File: config.mk
export PLATFORM = sky130hd
export DESIGN_NAME = bds_delay_slot_ctrl
export DESIGN_NICKNAME = d
export VERILOG_FILES = /design/src/rtl/bds_pkg.sv /design/src/rtl/bds_guard_eval.sv /design/src/rtl/bds_branch_pick.sv /design/src/rtl/bds_slot_tracker.sv /design/src/rtl/bds_pc_seq.sv /design/src/rtl/bds_delay_slot_ctrl.sv
export SDC_FILE = /design/constraint.sdc
export NUM_CORES = 1
export LEC_CHECK = 0
export BUFFER_PORTS_ARGS = -buffer_cell sky130_fd_sc_hd__buf_2
export CAP_MARGIN = 20
export CORE_AREA = 2 2 96 98
export CTS_CLUSTER_DIAMETER = 150
export DETAILED_ROUTE_END_ITERATION = 8
export DIE_AREA = 0 0 98 100
export GPL_TIMING_DRIVEN = 0
export PLACE_DENSITY_LB_ADDON = 0.3
export SLEW_MARGIN = 10
export SYNTH_ARGS = -nofsm -noshare
export SYNTH_HDL_FRONTEND = slang
export SYNTH_HIERARCHICAL = 1
export SYNTH_SLANG_ARGS = --single-unit
File: constraint.sdc
create_clock -name clk -period 3.2 [get_ports clk]
set_clock_uncertainty 0.1 [all_clocks]
set_input_delay 0.48 -clock clk [delete_from_list [all_inputs] [get_ports clk]]
set_output_delay 0.48 -clock clk [all_outputs]
set_load 0.03 [all_outputs]
File: src/rtl/bds_pkg.sv
// Shared types for the delay-slot controller.
// Assumes guard fields are two bits wide; the encoding is fixed by R3..R6.
package bds_pkg;
    typedef enum logic [1:0] {
        GUARD_ALWAYS   = 2'b00,
        GUARD_IF_TRUE  = 2'b01,
        GUARD_IF_FALSE = 2'b10,
        GUARD_NEVER    = 2'b11
    } guard_e;

    localparam int GUARD_W = 2;
endpackage

File: src/rtl/bds_guard_eval.sv
// Per-lane commit decision.
// Outside a window, any valid lane commits. Inside one, the guard is compared
// with the captured branch condition. Purely combinational, so a squash is
// visible in the cycle the lane issues.
module bds_guard_eval
    import bds_pkg::*;
(
    input  logic               issue_valid,
    input  logic               lane_valid,
    input  logic               in_window,
    input  logic               cond_q,
    input  logic [GUARD_W-1:0] guard,
    output logic               commit
);
    guard_e g;
    logic   pass;

    // Decode the guard against the captured condition.
    always_comb begin
        g = guard_e'(guard);
        unique case (g)
            GUARD_ALWAYS:   pass = 1'b1;
            GUARD_IF_TRUE:  pass = cond_q;
            GUARD_IF_FALSE: pass = !cond_q;
            default:        pass = 1'b0;
        endcase
    end

    // Combine lane presence with the window-qualified guard result.
    always_comb begin
        commit = issue_valid && lane_valid && (!in_window || pass);
    end
endmodule

File: src/rtl/bds_branch_pick.sv
// Finds valid branch markers in the issuing bundle.
// Assumes only markers on valid lanes of a valid bundle count.
module bds_branch_pick #(
    parameter int LANES = 3
) (
    input  logic             issue_valid,
    input  logic [LANES-1:0] lane_valid,
    input  logic [LANES-1:0] lane_is_branch,
    output logic             br_found,
    output logic             br_multi
);
    localparam int CNT_W = $clog2(LANES + 1);

    logic [LANES-1:0] live;
    logic [CNT_W-1:0] n_br;

    // Mask markers by lane and bundle validity.
    always_comb begin
        live = issue_valid ? (lane_valid & lane_is_branch) : '0;
    end

    // Count live markers to spot both presence and duplicates.
    always_comb begin
        n_br = '0;
        for (int i = 0; i < LANES; i++) begin
            n_br = n_br + CNT_W'(live[i]);
        end
        br_found = (n_br != '0);
        br_multi = (n_br > CNT_W'(1));
    end
endmodule

File: src/rtl/bds_slot_tracker.sv
// Delay-window state: remaining slot bundles, and the condition and target
// captured from the opening branch.
// Assumes open is asserted only when no window is active and a bundle issues.
// Idle cycles do not consume a slot.
module bds_slot_tracker #(
    parameter int SLOTS = 3,
    parameter int PC_W  = 32
) (
    input  logic            clk,
    input  logic            rst_n,
    input  logic            issue_valid,
    input  logic            open,
    input  logic            cond_in,
    input  logic [PC_W-1:0] target_in,
    output logic            in_window,
    output logic            last_slot,
    output logic            cond_q,
    output logic [PC_W-1:0] target_q
);
    localparam int CNT_W = $clog2(SLOTS + 1);

    logic [CNT_W-1:0] remain_q;

    // Load the slot count on open; count down on each issuing slot bundle.
    always_ff @(posedge clk) begin
        if (!rst_n) begin
            remain_q <= '0;
        end else if (open) begin
            remain_q <= CNT_W'(SLOTS);
        end else if (issue_valid && remain_q != '0) begin
            remain_q <= remain_q - CNT_W'(1);
        end
    end

    // Capture the branch outcome and target only when a window opens.
    always_ff @(posedge clk) begin
        if (!rst_n) begin
            cond_q   <= 1'b0;
            target_q <= '0;
        end else if (open) begin
            cond_q   <= cond_in;
            target_q <= target_in;
        end
    end

    // Window flags derived from the remaining count.
    always_comb begin
        in_window = (remain_q != '0);
        last_slot = (remain_q == CNT_W'(1));
    end
endmodule

File: src/rtl/bds_pc_seq.sv
// Fetch address register and next-address selection.
// Assumes redirect is only asserted together with issue_valid.
module bds_pc_seq #(
    parameter int              PC_W         = 32,
    parameter logic [PC_W-1:0] RESET_PC     = 32'h100,
    parameter int              BUNDLE_BYTES = 12
) (
    input  logic            clk,
    input  logic            rst_n,
    input  logic            issue_valid,
    input  logic            redirect,
    input  logic [PC_W-1:0] target,
    output logic [PC_W-1:0] fetch_pc,
    output logic [PC_W-1:0] next_pc
);
    localparam logic [PC_W-1:0] STEP = PC_W'(BUNDLE_BYTES);

    // Select hold, redirect or sequential step.
    always_comb begin
        if (!issue_valid)  next_pc = fetch_pc;
        else if (redirect) next_pc = target;
        else               next_pc = fetch_pc + STEP;
    end

    // Advance the fetch address.
    always_ff @(posedge clk) begin
        if (!rst_n) fetch_pc <= RESET_PC;
        else        fetch_pc <= next_pc;
    end
endmodule

File: src/rtl/bds_delay_slot_ctrl.sv
// Top of the predicated delay-slot controller.
// Assumes one branch condition and target per bundle, a window of SLOTS
// bundles, and guards resolved against the condition captured at the branch.
module bds_delay_slot_ctrl
    import bds_pkg::*;
#(
    parameter int              LANES      = 3,
    parameter int              SLOTS      = 3,
    parameter int              PC_W       = 32,
    parameter int              INSTR_BYTES = 4,
    parameter logic [PC_W-1:0] RESET_PC   = 32'h100
) (
    input  logic                     clk,
    input  logic                     rst_n,
    input  logic                     issue_valid,
    input  logic [LANES-1:0]         lane_valid,
    input  logic [LANES-1:0]         lane_is_branch,
    input  logic [LANES*GUARD_W-1:0] lane_guard,
    input  logic                     branch_cond,
    input  logic [PC_W-1:0]          branch_target,
    output logic [LANES-1:0]         commit_en,
    output logic [PC_W-1:0]          fetch_pc,
    output logic [PC_W-1:0]          next_pc,
    output logic                     in_delay_slot,
    output logic                     nest_err
);
    localparam int BUNDLE_BYTES = LANES * INSTR_BYTES;

    logic            br_found;
    logic            br_multi;
    logic            open;
    logic            last_slot;
    logic            cond_q;
    logic [PC_W-1:0] target_q;
    logic            redirect;

    bds_branch_pick #(.LANES(LANES)) u_pick (
        .issue_valid    (issue_valid),
        .lane_valid     (lane_valid),
        .lane_is_branch (lane_is_branch),
        .br_found       (br_found),
        .br_multi       (br_multi)
    );

    // A legal branch opens a window; one inside a window does not.
    always_comb begin
        open     = br_found && !in_delay_slot;
        nest_err = (br_found && in_delay_slot) || br_multi;
        redirect = issue_valid && last_slot && cond_q;
    end

    bds_slot_tracker #(.SLOTS(SLOTS), .PC_W(PC_W)) u_track (
        .clk         (clk),
        .rst_n       (rst_n),
        .issue_valid (issue_valid),
        .open        (open),
        .cond_in     (branch_cond),
        .target_in   (branch_target),
        .in_window   (in_delay_slot),
        .last_slot   (last_slot),
        .cond_q      (cond_q),
        .target_q    (target_q)
    );

    for (genvar i = 0; i < LANES; i++) begin : g_lane
        bds_guard_eval u_eval (
            .issue_valid (issue_valid),
            .lane_valid  (lane_valid[i]),
            .in_window   (in_delay_slot),
            .cond_q      (cond_q),
            .guard       (lane_guard[i*GUARD_W +: GUARD_W]),
            .commit      (commit_en[i])
        );
    end

    bds_pc_seq #(
        .PC_W         (PC_W),
        .RESET_PC     (RESET_PC),
        .BUNDLE_BYTES (BUNDLE_BYTES)
    ) u_pc (
        .clk         (clk),
        .rst_n       (rst_n),
        .issue_valid (issue_valid),
        .redirect    (redirect),
        .target      (target_q),
        .fetch_pc    (fetch_pc),
        .next_pc     (next_pc)
    );
endmodule

==> flow_summary.ini, run 1 <==
[worst_setup_path]
cp_slowest_cell = or4_1
crit_path_end_kind = output port
crit_path_start_kind = flip-flop
r2r-start = u_pc/fetch_pc[14]
arrival_ns = 2.53
critical-path-top-delay-family = simple AND/OR/NAND/NOR gates
crit_fanout = 7
r2r_slack_ns = 0.93
critPathMaxStageDelay_ns = 0.55
rr_endpoint = u_pc/fetch_pc[28]
critPathKind = reg2out
required_ns = 2.62
r2r_cells = 6
path_buf_inv = 2
path_cells = nand3_1 > or4_1 > clkbuf_2 > or4_1 > nand3_1 > buf_2

[timing]
worst_pin_slew_ns = 0.619
setup-tns-final_ns = 0
min_period_over_period_pct = 97.2
setup_viol = 0
min_period_ns = 3.11
max-slew-margin-rel_pct = 58.8
slew_violations = 0
max_freq_mhz = 322
worst_slack_ns = 0.0911
hold_viol = 0
hold_ws_ns = 0.266
rsz0062_at_grt = no

[global_routing]
grt-ovfl-total = 0
track_usage_pct = 23.3
grt_pass1_wl_um = 18200
antenna_found_initial = 0
first_global_vias = 3727
grt_max_degree = 12

[pwr]
powerDensity_nw_per_um2 = 454
p_leak_nw = 2.01
p_total_mw = 2.08
ir_drop_mv = 0.269

[clocking]
cts_sinks = 67
ctsRootBufferMaster = clkbuf_8
cts_tree = yes
clkTransAtPathRegs_ns = 0.07
clk_latency_ns = 0.35
cts_made_buffers = 9
cts_buffer_depth = 2
h-tree-depth = 3

[synth]
synthTopCellsByCount = 67 x dfxtp_1, 58 x nor2_1, 39 x nand2_1, 34 x mux2i_1, 22 x clkbuf_1
post_synth_num_cell_types = 62
synth.area.top_cells = dfxtp_1 37%, mux2i_1 9.4%, nor2_1 6.0%
syn_area_per_cell_um2 = 8.20
synthesis.instances = 440
ys_ff_latch = 67
ys_async_sr_fraction_pct = 0
syn-num-nets = 492
synth-simple-area-share_pct = 26.9
synthesis.area_um2 = 3610
seq_area_frac_synth_pct = 37.2
synth_edf_count = 0
synth-xor-area-share_pct = 0
ys_warn_count = 6
yosys.area.top_type = dfxtp_1
synth_ff_type = dfxtp_1
yosysTopAreaCellShare_pct = 37.2
yosys.cell_count.top_type = dfxtp_1
synth_top_family_by_area = simple AND/OR/NAND/NOR gates
synth_mux_area_share_pct = 10.7
synthAdderAreaFrac_pct = 1.59
synth-compound-area-share_pct = 18.5

[place]
post-dp-hpwl_um = 8500
placed_cells = 667
finalWeightedCongestion = 0.906
place_ws_ns = -0.0585
port_buffers = 116

[finish]
flow.area_growth_from_synthesis_pct = 26.8
instances_no_fill = 679
final_nets = 617
nFillCells = 927
multi_input_area_um2 = 2110
drive_gt1_share_pct = 29.6
register_area_um2 = 1350
antenna_cells = 0

[floorplan]
core_area_um2 = 8890
io_pins = 117
start_util_pct = 40.6
die_w_um = 98
num_rows = 35
dieArea_um2 = 9800
die_y_um = 100

[min_path]
holdPathStages = 3
hold-path-endpoint = u_track/target_q[5]
hold_path.startpoint = branch_target[5]
hold_path_class = in2reg

[detailed_routing]
vias = 3853
ant_nets = 0
avgViaCountPerCell = 5.67
dr.pass1.iters = 5
avgRoutedWirePerCell_um = 16.7
drtIter0Drc = 251
routed_wl_um = 11400
drc = 0

[status]
outcome = finished, final reports clean

[job]
drv_cap = 0
## cell type report
cell class	instances	area share [%]
buffer	25	2.95
clock buffer	12	3.61
clock inverter	2	0.765
inverter	13	1.07
multi-input combinational	331	46.1
sequential	67	29.5
tap	111	3.03
timing repair buffer	118	13.0
## power breakdown
group	leakage [nW]	total (mW)	switching (mW)	internal [mW]
Sequential	0.546	0.936	0.0445	0.891
Combinational	1.36	0.410	0.242	0.168
Clock	0.104	0.731	0.317	0.414
## repair_timing
action                     4_1_cts  5_1_grt
setup endpoints to repair       21       18
hold buffers                     0        0
buffers inserted                 0        2
resized for setup                9       20
## metal layers
| metal | GRT usage (%) | wire, um | vias to the layer above | share of wire (%) |
|---|---|---|---|---|
| li1 | - | - | 1848 | - |
| met1 | 28.9 | 4810 | 1806 | 42 |
| met2 | 38.4 | 5370 | 173 | 47 |
| met3 | 6.13 | 917 | 26 | 8.1 |
| met4 | 9.94 | 265 | 0 | 2.3 |
| met5 | 0 | 0 | - | 0 |
## cells in the final DEF, fill, tap and decap left out, drive strengths merged, types with 2 or more instances in the layout
cell type / instances
buf: 125
dfxtp: 67
nor2: 58
nand2: 39
mux2i: 34
clkbuf: 30
and2: 20
a21oi: 20
o21ai: 18
nand3: 15
nor3: 14
inv: 11
nand4: 10
and3: 7
a22o: 7
nor2b: 5
nor4: 5
a31oi: 5
o22ai: 5
a211oi: 5
nand2b: 4
or4: 4
and4: 4
o41ai: 4
a22oi: 4
mux2: 4
o31ai: 4
o211ai: 3
a32o: 3
ha: 3
or2: 3
clkinv: 3
or3: 2
o31a: 2
nor4bb: 2
o311ai: 2
## worst register-to-register path: cells and delay by family, from the launching register on
family	cells	cell delay (ns)
and+or+nand+nor	4	1.06
DFF	1	0.43
AOI/OAI and AO/OA	1	0.37
buffers and inverters	1	0.19
## worst max-delay path by stage
stage / from / endpoint / slack [ns] / cells past startpoint
detailed placement: issue_valid / next_pc[21] / -0.06 / 7
global placement: issue_valid / next_pc[21] / -0.03 / 7
floorplan: u_pc/fetch_pc[8] / next_pc[21] / 0.19 / 5
CTS: u_pc/fetch_pc[8] / next_pc[24] / 0.03 / 6
global route: u_pc/fetch_pc[13] / next_pc[24] / 0.006 / 6
finish: u_pc/fetch_pc[14] / next_pc[24] / 0.09 / 6
## through the flow
stage / utilization (%) / cell area (um2)
2_1_floorplan: - / 3610
3_3_place_gp: 48.7 / 4330
3_5_place_dp: 48.7 / 4330
4_1_cts: 51.1 / 4540
5_1_grt: 51.5 / 4580
6_report: 51.5 / 4580
## cells by family after synthesis
| group | after synthesis |
|---|---|
| compound gates | 95 |
| fa+ha+maj | 4 |
| buf+inv | 42 |
| flops | 67 |
| mux | 38 |
| simple gates | 194 |
## registers in the layout (all words and copies together), names as in the netlist
signal,flops
u_track/cond_q,1
u_track/target_q,32
u_track/remain_q,2
u_pc/fetch_pc,32
No activity file was read; power rests on OpenSTA's default activity.
==> run 2, diff against run 1 <==
- ABC_AREA: not set -> 1
- CORE_AREA: 2 2 96 98 -> 2 2 100 102
- DIE_AREA: 0 0 98 100 -> 0 0 102 104
==> run 2 against run 1 <==
- setup slack gained 0.18 ns
- final cell count grew 34%
- cell area grew 5.9%
- critical path type unchanged
- routed wire length grew 7.7%
- via count grew 14%
- synthesized cell count grew 46%
- fmax grew 6.1%
- critical path depth grew 5
- register-to-register slack gained 0.22 ns
- sequential power grew 12%
- synthesized area grew 8.1%
- combinational power grew 64%
==> flow_summary.ini, run 2 <==
[global_routing]
grt_use_met3_pct = 5.17
busiest_layer = met2
use_met2_pct = 37.6
grt-ovfl-total = 0
track_usage_pct = 23.6
met1_usage_pct = 31.3
grt_max_degree = 13
antenna_found_initial = 0
grt_pass1_wl_um = 19600
first_global_vias = 4122

[timing]
min_period_over_period_pct = 91.6
min_period_ns = 2.93
slew_violations = 0
max-slew-margin-rel_pct = 52.8
worst_slack_ns = 0.269
max_freq_mhz = 341
worst_pin_slew_ns = 0.708
rsz0062_at_grt = no
hold_viol = 0
setup_viol = 0
setup-tns-final_ns = 0

[worst_setup_path]
crit_path_start_kind = flip-flop
critPathKind = reg2out
cp-startpoint = u_track/remain_q[0]
critPathMaxStageDelay_ns = 0.38
crit_path_end_kind = output port
arrival_ns = 2.35
cp_slowest_cell = dfxtp_1
r2r-start = u_track/remain_q[0]
crit_path_frequent_cell = nand2_1
path_buf_inv = 4
critical-path-top-delay-family = buffers and inverters
path_cells = ha_1 > nand2_1 > nor2_2 > nand2_2 > clkinvlp_4 > buf_2 > nand2_1 > o21ai_0 > inv_1 > nand2_1 > buf_2
r2r_slack_ns = 1.15
r2r_cells = 10
rr_endpoint = u_pc/fetch_pc[22]
crit_fanout = 10
required_ns = 2.62

[detailed_routing]
vias = 4409
drc = 0
ant_nets = 0
avgViaCountPerCell = 4.86
routed_wl_um = 12200
drtIter0Drc = 239
avgRoutedWirePerCell_um = 13.5
dr.pass1.iters = 5

[synth]
ys_warn_count = 6
synthAdderAreaFrac_pct = 1.47
ys_ff_latch = 67
synth_ff_type = dfxtp_1
synthTopCellsByCount = 202 x nand2_1, 113 x nor2_1, 67 x dfxtp_1, 62 x inv_1, 52 x o21ai_0
synthesis.area_um2 = 3900
synth_top_family_by_area = simple AND/OR/NAND/NOR gates
yosysTopAreaCellShare_pct = 34.4
seq_area_frac_synth_pct = 34.4
syn-num-nets = 694
ys_async_sr_fraction_pct = 0
synth-compound-area-share_pct = 12.5
yosys.cell_count.top_type = nand2_1
post_synth_num_cell_types = 35
synthesis.instances = 642
synth_mux_area_share_pct = 0
yosys.area.top_type = dfxtp_1
synth-simple-area-share_pct = 41.5
syn_area_per_cell_um2 = 6.08
synth.area.top_cells = dfxtp_1 34%, nand2_1 19%, nor2_1 11%
synth_edf_count = 0
synth-xor-area-share_pct = 0.673

[clocking]
cts_tree = yes
cts_sinks = 67
clkTransAtPathRegs_ns = 0.08
cts_buffer_depth = 2
ctsRootBufferMaster = clkbuf_8
clk_latency_ns = 0.37
cts_made_buffers = 9
ctsHoldBuffers = 0
h-tree-depth = 3
cts_setup_buffers = 0

[pwr]
ir_drop_mv = 0.295
p_leak_nw = 2.34
powerDensity_nw_per_um2 = 496

[floorplan]
die_y_um = 104
dieArea_um2 = 10600
io_pins = 117
start_util_pct = 40.9
core_area_um2 = 9550
die_w_um = 102
num_rows = 36

[min_path]
hold-path-endpoint = u_track/target_q[9]
holdPathStages = 3
hold_path_class = in2reg
hold_path.startpoint = branch_target[9]

[finish]
final_core_util_pct = 50.8
final_nets = 821
instances_no_fill = 907
final_cell_mix = 201 x nand2_1, 118 x buf_2, 112 x nor2_1
flow.area_growth_from_synthesis_pct = 24.2
reg.largest.list = u_pc/fetch_pc x32, u_track/target_q x32, u_track/remain_q x2
antenna_cells = 0
final_common_cell = nand2_1
drive_gt1_share_pct = 23.3

[job]
drv_cap = 0

[place]
post-dp-hpwl_um = 9640
placed_cells = 891
place_ws_ns = 0.258
port_buffers = 116
finalWeightedCongestion = 0.933

[status]
outcome = finished, final reports clean
-- run 2: changes by cell type after synthesis, moves of 14 or more --
cell | previous run | this run
nand2_1 | 39 | 202
nor2_1 | 58 | 113
inv_1 | 11 | 62
mux2i_1 | 34 | 0
o21ai_0 | 18 | 52
nand3_1 | 13 | 38
and2_1 | 19 | 0
clkbuf_1 | 22 | 8
-- run 2: power by group --
part,internal [mW],switching (mW),leakage (nW),total (mW)
clock,0.324,0.357,0.0915,0.681
combinational,0.219,0.453,1.70,0.672
sequential,0.967,0.0850,0.547,1.05
-- run 2: per-layer routing --
layer  wire, um  part of all wire, %
met1       5320                   43
met2       5640                   46
met3       1040                  8.5
met4        240                  2.0
met5          0                    0
-- run 2: cell type report --
class	instances	area (um2)
Fill cell	1022	4700
Multi-Input combinational cell	487	2200
Sequential cell	67	1340
Timing Repair Buffer	116	581
Inverter	68	259
Tap cell	133	166
Clock buffer	11	151
Buffer	20	115
Clock inverter	5	37.5
-- run 2: cells by family after synthesis --
family | after synthesis
and+or+nand+nor | 388
AOI/OAI and AO/OA | 92
buffers and inverters | 88
DFF | 67
adders and majority gates | 4
xor gates and xnor gates | 3
-- run 2: worst max-delay path by stage --
stage,end,slack (ns),depth (start not counted)
after global placement,next_pc[22],0.28,11
after CTS,next_pc[20],0.11,11
after global routing,next_pc[24],0.06,11
final,next_pc[22],0.27,11
after detailed placement,next_pc[20],0.26,11
after floorplan,next_pc[8],0.83,9
-- run 2: timing repair --
item                                   in CTS  in global routing
endpoints found under the hold margin       0                  0
setup endpoints to repair                   0                  7
resized for setup                           0                  3
-- run 2: worst min-delay path: cells and delay by family --
family	cells	cell delay, ns
buf+inv	1	0.08
simple gates	2	0.11
-- run 2: metrics by stage --
step	power, mW	hold WS (ns)	cell area (um2)
2_1_floorplan	1.53	0.340	3900
3_3_place_gp	1.72	0.354	4650
3_5_place_dp	1.74	0.383	4650
4_1_cts	2.42	0.233	4840
5_1_grt	2.55	0.232	4850
6_report	2.40	0.239	4850
